`config.mk`:
```
export PLATFORM = sky130hd
export DESIGN_NAME = hdx_uart
export DESIGN_NICKNAME = d
export VERILOG_FILES = /design/src/rtl/hdx_pkg.sv /design/src/rtl/hdx_rx_sync.sv /design/src/rtl/hdx_bit_timer.sv /design/src/rtl/hdx_shift_reg.sv /design/src/rtl/hdx_uart.sv
export SDC_FILE = /design/constraint.sdc
export NUM_CORES = 1
export LEC_CHECK = 0
export BUFFER_PORTS_ARGS = -buffer_cell sky130_fd_sc_hd__buf_4
export CORE_ASPECT_RATIO = 1.25
export CORE_MARGIN = 1.5
export CORE_UTILIZATION = 45
export CTS_CLUSTER_DIAMETER = 200
export DETAILED_ROUTE_END_ITERATION = 16
export GPL_ROUTABILITY_DRIVEN = 0
export PLACE_DENSITY_LB_ADDON = 0.12
export SYNTH_ARGS = -nofsm -noshare
export SYNTH_HDL_FRONTEND = slang
export SYNTH_SLANG_ARGS = --single-unit
```
`constraint.sdc`:
```
create_clock -name clk -period 1 [get_ports clk]
set_input_delay 0.15 -clock clk [delete_from_list [all_inputs] [get_ports clk]]
set_output_delay 0.15 -clock clk [all_outputs]
set_load 0.005 [all_outputs]
```
`src/rtl/hdx_pkg.sv`:
```
package hdx_pkg;

  typedef enum logic [1:0] {
    ST_IDLE = 2'd0,
    ST_RX   = 2'd1,
    ST_TX   = 2'd2
  } hdx_state_e;

  typedef enum logic [1:0] {
    SH_HOLD = 2'd0,
    SH_LOAD = 2'd1,
    SH_IN   = 2'd2,
    SH_OUT  = 2'd3
  } hdx_shift_op_e;

endpackage

```
`src/rtl/hdx_rx_sync.sv`:
```
module hdx_rx_sync #(
  parameter int STAGES = 2
) (
  input  logic clk,
  input  logic rst_n,
  input  logic rxd,
  output logic level,
  output logic fall
);

  logic [STAGES-1:0] sync_q;
  logic              last_q;

  always_ff @(posedge clk or negedge rst_n) begin
    if (!rst_n) begin
      sync_q <= '1;
      last_q <= 1'b1;
    end else begin
      sync_q <= {sync_q[STAGES-2:0], rxd};
      last_q <= sync_q[STAGES-1];
    end
  end

  assign level = sync_q[STAGES-1];
  assign fall  = last_q & ~sync_q[STAGES-1];

endmodule

```
`src/rtl/hdx_bit_timer.sv`:
```
module hdx_bit_timer #(
  parameter int BIT_DIV  = 12,
  parameter int PRESCALE = 2,
  parameter int CNT_W    = 5
) (
  input  logic             clk,
  input  logic             rst_n,
  input  logic             load,
  input  logic [CNT_W-1:0] load_val,
  input  logic             halt,
  output logic             tick
);

  localparam int PRE_W = (PRESCALE > 1) ? $clog2(PRESCALE) : 1;

  logic             run_q, run_d;
  logic [CNT_W-1:0] cnt_q, cnt_d;
  logic             pre_last;

  generate
    if (PRESCALE > 1) begin : g_pre
      logic [PRE_W-1:0] pre_q, pre_d;
      logic             pre_en;

      always_comb begin
        pre_d  = pre_q;
        pre_en = 1'b0;
        if (load) begin
          pre_d  = '0;
          pre_en = 1'b1;
        end else if (run_q) begin
          pre_d  = (pre_q == PRE_W'(PRESCALE - 1)) ? '0 : pre_q + PRE_W'(1);
          pre_en = 1'b1;
        end
      end

      always_ff @(posedge clk or negedge rst_n) begin
        if (!rst_n) begin
          pre_q <= '0;
        end else if (pre_en) begin
          pre_q <= pre_d;
        end
      end

      assign pre_last = (pre_q == PRE_W'(PRESCALE - 1));
    end else begin : g_nopre
      assign pre_last = 1'b1;
    end
  endgenerate

  always_comb begin
    cnt_d = cnt_q;
    run_d = run_q;
    if (load) begin
      cnt_d = load_val - CNT_W'(1);
      run_d = 1'b1;
    end else if (halt) begin
      run_d = 1'b0;
    end else if (run_q && pre_last) begin
      cnt_d = (cnt_q == '0) ? CNT_W'(BIT_DIV - 1) : cnt_q - CNT_W'(1);
    end
  end

  always_ff @(posedge clk or negedge rst_n) begin
    if (!rst_n) begin
      cnt_q <= '0;
      run_q <= 1'b0;
    end else begin
      cnt_q <= cnt_d;
      run_q <= run_d;
    end
  end

  assign tick = run_q & pre_last & (cnt_q == '0);

endmodule

```
`src/rtl/hdx_shift_reg.sv`:
```
module hdx_shift_reg
  import hdx_pkg::*;
#(
  parameter int WIDTH = 8
) (
  input  logic             clk,
  input  logic             rst_n,
  input  hdx_shift_op_e    op,
  input  logic [WIDTH-1:0] load_val,
  input  logic             in_bit,
  output logic [WIDTH-1:0] q
);

  logic [WIDTH-1:0] q_r, q_d;
  logic             en;

  always_comb begin
    unique case (op)
      SH_LOAD: q_d = load_val;
      SH_IN:   q_d = {in_bit, q_r[WIDTH-1:1]};
      SH_OUT:  q_d = {1'b0, q_r[WIDTH-1:1]};
      default: q_d = q_r;
    endcase
  end

  assign en = (op != SH_HOLD);

  always_ff @(posedge clk or negedge rst_n) begin
    if (!rst_n) begin
      q_r <= '0;
    end else if (en) begin
      q_r <= q_d;
    end
  end

  assign q = q_r;

endmodule

```
`src/rtl/hdx_uart.sv`:
```
module hdx_uart
  import hdx_pkg::*;
#(
  parameter int BIT_DIV     = 12,
  parameter int PRESCALE    = 2,
  parameter int DATA_W      = 8,
  parameter int SYNC_STAGES = 2
) (
  input  logic              clk,
  input  logic              rst_n,
  input  logic              rxd,
  output logic              txd,
  input  logic [DATA_W-1:0] tx_data,
  input  logic              tx_start,
  output logic [DATA_W-1:0] rx_data,
  input  logic              rx_read,
  output logic              rx_ready,
  output logic              busy,
  output logic              tx_busy
);

  localparam int HALF_LOAD = BIT_DIV + BIT_DIV / 2;
  localparam int CNT_W     = $clog2(HALF_LOAD + 1);
  localparam int BCNT_W    = $clog2(DATA_W + 2);

  // Reset release synchronizer
  logic [1:0] rst_pipe_q;
  logic       rst_int_n;

  always_ff @(posedge clk or negedge rst_n) begin
    if (!rst_n) begin
      rst_pipe_q <= 2'b00;
    end else begin
      rst_pipe_q <= {rst_pipe_q[0], 1'b1};
    end
  end

  assign rst_int_n = rst_pipe_q[1];

  // Sub-blocks
  logic              rx_level, rx_fall, tick;
  logic              t_load, t_halt;
  logic [CNT_W-1:0]  t_val;
  hdx_shift_op_e     sh_op;
  logic [DATA_W-1:0] sh_q;

  hdx_rx_sync #(.STAGES(SYNC_STAGES)) u_sync (
    .clk   (clk),
    .rst_n (rst_int_n),
    .rxd   (rxd),
    .level (rx_level),
    .fall  (rx_fall)
  );

  hdx_bit_timer #(.BIT_DIV(BIT_DIV), .PRESCALE(PRESCALE), .CNT_W(CNT_W)) u_timer (
    .clk      (clk),
    .rst_n    (rst_int_n),
    .load     (t_load),
    .load_val (t_val),
    .halt     (t_halt),
    .tick     (tick)
  );

  hdx_shift_reg #(.WIDTH(DATA_W)) u_shift (
    .clk      (clk),
    .rst_n    (rst_int_n),
    .op       (sh_op),
    .load_val (tx_data),
    .in_bit   (rx_level),
    .q        (sh_q)
  );

  // Control state
  hdx_state_e        state_q, state_d;
  logic [BCNT_W-1:0] bit_q, bit_d;
  logic              txd_q, txd_d;
  logic              rdr_q, rdr_d;
  logic [DATA_W-1:0] rxbuf_q;
  logic              rxbuf_en;

  always_comb begin
    state_d  = state_q;
    bit_d    = bit_q;
    txd_d    = txd_q;
    rdr_d    = rdr_q;
    rxbuf_en = 1'b0;
    t_load   = 1'b0;
    t_halt   = 1'b0;
    t_val    = CNT_W'(BIT_DIV);
    sh_op    = SH_HOLD;

    if (rx_read) begin
      rdr_d = 1'b0;
    end

    if (tx_start) begin
      // A transmit request overrides whatever is in progress
      state_d = ST_TX;
      t_load  = 1'b1;
      t_val   = CNT_W'(BIT_DIV);
      bit_d   = '0;
      sh_op   = SH_LOAD;
      txd_d   = 1'b0;
    end else begin
      unique case (state_q)
        ST_IDLE: begin
          if (rx_fall) begin
            state_d = ST_RX;
            t_load  = 1'b1;
            t_val   = CNT_W'(HALF_LOAD);
            bit_d   = '0;
            rdr_d   = 1'b0;
          end
        end
        ST_RX: begin
          if (tick) begin
            if (bit_q == BCNT_W'(DATA_W)) begin
              // stop bit slot: data kept, stop level dropped
              rxbuf_en = 1'b1;
              rdr_d    = 1'b1;
              state_d  = ST_IDLE;
              t_halt   = 1'b1;
            end else begin
              sh_op = SH_IN;
              bit_d = bit_q + BCNT_W'(1);
            end
          end
        end
        ST_TX: begin
          if (tick) begin
            if (bit_q < BCNT_W'(DATA_W)) begin
              txd_d = sh_q[0];
              sh_op = SH_OUT;
              bit_d = bit_q + BCNT_W'(1);
            end else if (bit_q == BCNT_W'(DATA_W)) begin
              txd_d = 1'b1;
              bit_d = bit_q + BCNT_W'(1);
            end else begin
              state_d = ST_IDLE;
              t_halt  = 1'b1;
            end
          end
        end
        default: state_d = ST_IDLE;
      endcase
    end
  end

  always_ff @(posedge clk or negedge rst_int_n) begin
    if (!rst_int_n) begin
      state_q <= ST_IDLE;
      bit_q   <= '0;
      txd_q   <= 1'b1;
      rdr_q   <= 1'b0;
    end else begin
      state_q <= state_d;
      bit_q   <= bit_d;
      txd_q   <= txd_d;
      rdr_q   <= rdr_d;
    end
  end

  always_ff @(posedge clk or negedge rst_int_n) begin
    if (!rst_int_n) begin
      rxbuf_q <= '0;
    end else if (rxbuf_en) begin
      rxbuf_q <= sh_q;
    end
  end

  assign txd      = txd_q;
  assign rx_data  = rxbuf_q;
  assign rx_ready = rdr_q;
  assign busy     = (state_q != ST_IDLE);
  assign tx_busy  = (state_q == ST_TX);

endmodule

```
==> metrics <==
r2r worst-path depth 8; pin count of the biggest net entering global routing 25; ANT nets after route 0; Sinks on Clock Net 36; Final WS setup -1100 ps; Worst Path Required 1170 ps; Pwr Density 1300 mW/mm²; DIE WIDTH 60.9 µm; Vias 1708; Final Setup Violations 34; Avg Synthesized Cell Area ~11 µm²; r2r startpoint u_timer.cnt_q[1]$_DFFE_PN0P_; Port Buf Inserts 24; final worst-path cycle share 210%; Synthesis Warnings 0; Comb pwr share a little over a quarter; pre-CTS setup slack -1080 ps; worst min path class in2reg; max-slew violations 0; worst clock skew roughly 6.7 ps; clock buffer count from CTS 5; CTS tree yes; P&R area growth vs syn 63.1%; IO Pins 25; top cells by count, synth dfrtp_1 (32), a21oi_1 (13), inv_1 (12), mux2i_1 (11), nand2_1 (11); RSZ-0062 raised after global routing true; top-count cell post-synth dfrtp_1; core box area roughly 0.0041 mm²; FF-to-FF End u_shift.q[0]$_DFFE_PN0P_; H-tree depth 2; Worst-Skew Late Latency 290 ps; Root Buffer clkbuf_8; initial core utilization between 40 and 50%; Flop pwr share 40.5%; failing checks negative setup slack; # fillers approximately 250; Int Pwr between 2000 and 3000 µW; first-pass GRT wire length between 8000 and 9000 µm; Setup crit end kind register; chip height between 70 and 80 µm; initial DRC count 57; fraction of layout instances using a drive strength above 1 around 55%; Seq/Total Area, Yosys 48.0%; Critical Path AT ~2300 ps; most common flop cell mapped by yosys dfrtp_1; Post-Syn Area approximately 0.0019 mm²; CP peak stage delay approximately 500 ps; reg-to-reg setup timing slack -1100 ps; Setup crit start u_timer.cnt_q[1]$_DFFE_PN0P_; Final Hold Fails 0; Clk pin slew, worst setup/hold paths around 80 ps; synth top area cells dfrtp_1 (42%), ha_1 (6.0%), mux2i_1 (5.8%); Syn Inst Count approximately 180; Setup crit start kind register; CP cell instances inv_2, ha_4, or4b_4, nor2_4, buf_6, a41oi_4, mux2i_1, a21oi_1; Fmax approximately 0.48 GHz; vias in the first global route 1756; ANT cells 0; drt total wl between 5000 and 6000 µm; Max FO, Critical Path 8; max_cap viols 0; post-DP HPWL 3350 µm; cell taking the most area after synthesis dfrtp_1; Setup crit end u_shift.q[0]$_DFFE_PN0P_; Async S/R FF share, synth 100%; Total GRT Usage approximately 24%; Worst VDD drop about 0.0011 V; Site Rows 26; CTS Buffer Depth 2; sw frac between 20% and 30%; Remaining DRCs 0; Clock Power Share 32.5%; #FFs+latches synth 36; setup TNS -30530 ps; status finished with violations; Synth cell types 48; P_sw between 1000 and 1500 µW; GRT overflow 0; Tot Pwr between 4000 and 5000 µW; vias per cell around 5.3; slowest cell on the critical path or4b_4; Setup CP Type reg2reg; drt wl/cell approximately 16 µm; Synth top area share about 42%; Mapped Nets 200; Lkg Pwr about 0.0015 µW; die area around 0.0046 mm²; initial antenna violation count 0; iteration count of the initial detailed-routing pass 4; minimum clock period 2100 ps; EDFF count, synth 0; fin nets about 290
==> flip-flops by register name (all words and copies together), names as in the netlist <==
| register | count |
|---|---|
| rst_pipe_q | 2 |
| u_timer.g_pre.pre_q | 1 |
| state_q | 2 |
| txd | 1 |
| u_timer.cnt_q | 5 |
| u_shift.q | 8 |
| rx_data | 8 |
| rx_ready | 1 |
| bit_q | 4 |
| u_timer.run_q | 1 |
| u_sync.last_q | 1 |
| u_sync.sync_q | 2 |
==> area by class of cell <==
type,count,area (µm²),area share (%)
Clock buffer,5,68.8,2.23
Timing Repair Buffer,84,774,25.2
Sequential cell,36,907,29.5
Inverter,12,47.5,1.54
Tap cell,56,70.1,2.28
Multi-Input combinational cell,126,1170,38.0
Clock inverter,3,42.5,1.38
==> critical path, delay by kind of cell (launching register included) <==
family	cells	cell delay, ps
buffers and inverters	2	210
flip-flops	1	410
AO/OA/AOI/OAI	2	290
adder cells (fa/ha/maj)	1	140
AND/OR/NAND/NOR	2	670
multiplexers	1	260
==> timing repair <==
action / CTS / global route
gates cloned: 3 / 0
hold buffers: 2 / 0
pin swaps: 15 / 5
gates resized for setup: 38 / 16
buffers inserted: 9 / 9
hold endpoints to repair: 3 / 0
endpoints found under the setup margin: 34 / 35
==> metal layers <==
layer  vias up  GRT usage [%]  wire length, µm
li1        805              -                -
met1       844           26.8             2080
met2        46           43.6             2860
met3        13           4.75              170
met4         0           12.3              176
met5         -              0                0
==> metrics by stage <==
stage	instance area, µm²	hold WS [ps]	utilization [%]	instances
final	3080	106	75.7	322
after global routing	3080	135	75.7	322
after floorplan	1980	-146	-	178
after detailed placement	2510	-66.9	61.8	291
after CTS	2950	106	72.6	313
after global placement	2510	-68.2	61.8	291
==> layout by cell type (no fill, tap or decap), types with 2 or more instances in the layout <==
cell type / n
dfstp_2: 4
nand3_4: 3
buf_6: 17
buf_12: 4
clkbuf_8: 5
inv_2: 6
nor3_1: 2
dlygate4sd3_1: 2
dfrtp_1: 31
o21ai_1: 2
and2_1: 2
a21oi_2: 2
ha_1: 4
a21oi_4: 2
o31ai_2: 2
a31oi_1: 2
nor2b_4: 3
nand2b_1: 4
o21ai_0: 4
nand3_1: 3
or4_1: 3
inv_1: 5
mux2i_1: 11
nor2b_1: 2
nor2_1: 9
a21oi_1: 10
nand2_1: 9
a21o_1: 2
or2_4: 3
ha_4: 5
buf_4: 60
a41oi_4: 2
mux2_2: 8
==> power groups by stage <==
stage,sequential (µW),combinational (µW),clock [µW]
floorplan,1650,433,0
global placement,1640,748,0
detailed placement,1650,782,0
CTS,1620,960,1330
global route,1640,1170,1370
finish,1630,1090,1300
==> how the worst min path moves through the flow <==
stage	startpoint	end	slack (ps)	cells after the start
floorplan	rst_n	rst_pipe_q[0]$_DFF_PN0_	-150	0
global route	tx_data[7]	u_shift.q[7]$_DFFE_PN0P_	130	3
finish	tx_data[7]	u_shift.q[7]$_DFFE_PN0P_	110	3
global placement	rst_n	rst_pipe_q[0]$_DFF_PN0_	-70	1
detailed placement	rst_n	rst_pipe_q[0]$_DFF_PN0_	-70	1
CTS	tx_data[7]	u_shift.q[7]$_DFFE_PN0P_	110	3
==> cells by family after synthesis <==
family	after synthesis	share of synthesized area (%)
muxes	20	11.2
adders and majority gates	9	5.96
other	1	0.199
AOI/OAI and AO/OA	38	14.2
and+or+nand+nor	55	16.2
xor gates and xnor gates	1	0.464
DFF	36	48.0
buffers and inverters	18	3.71
(Power assumes the default switching activity.)
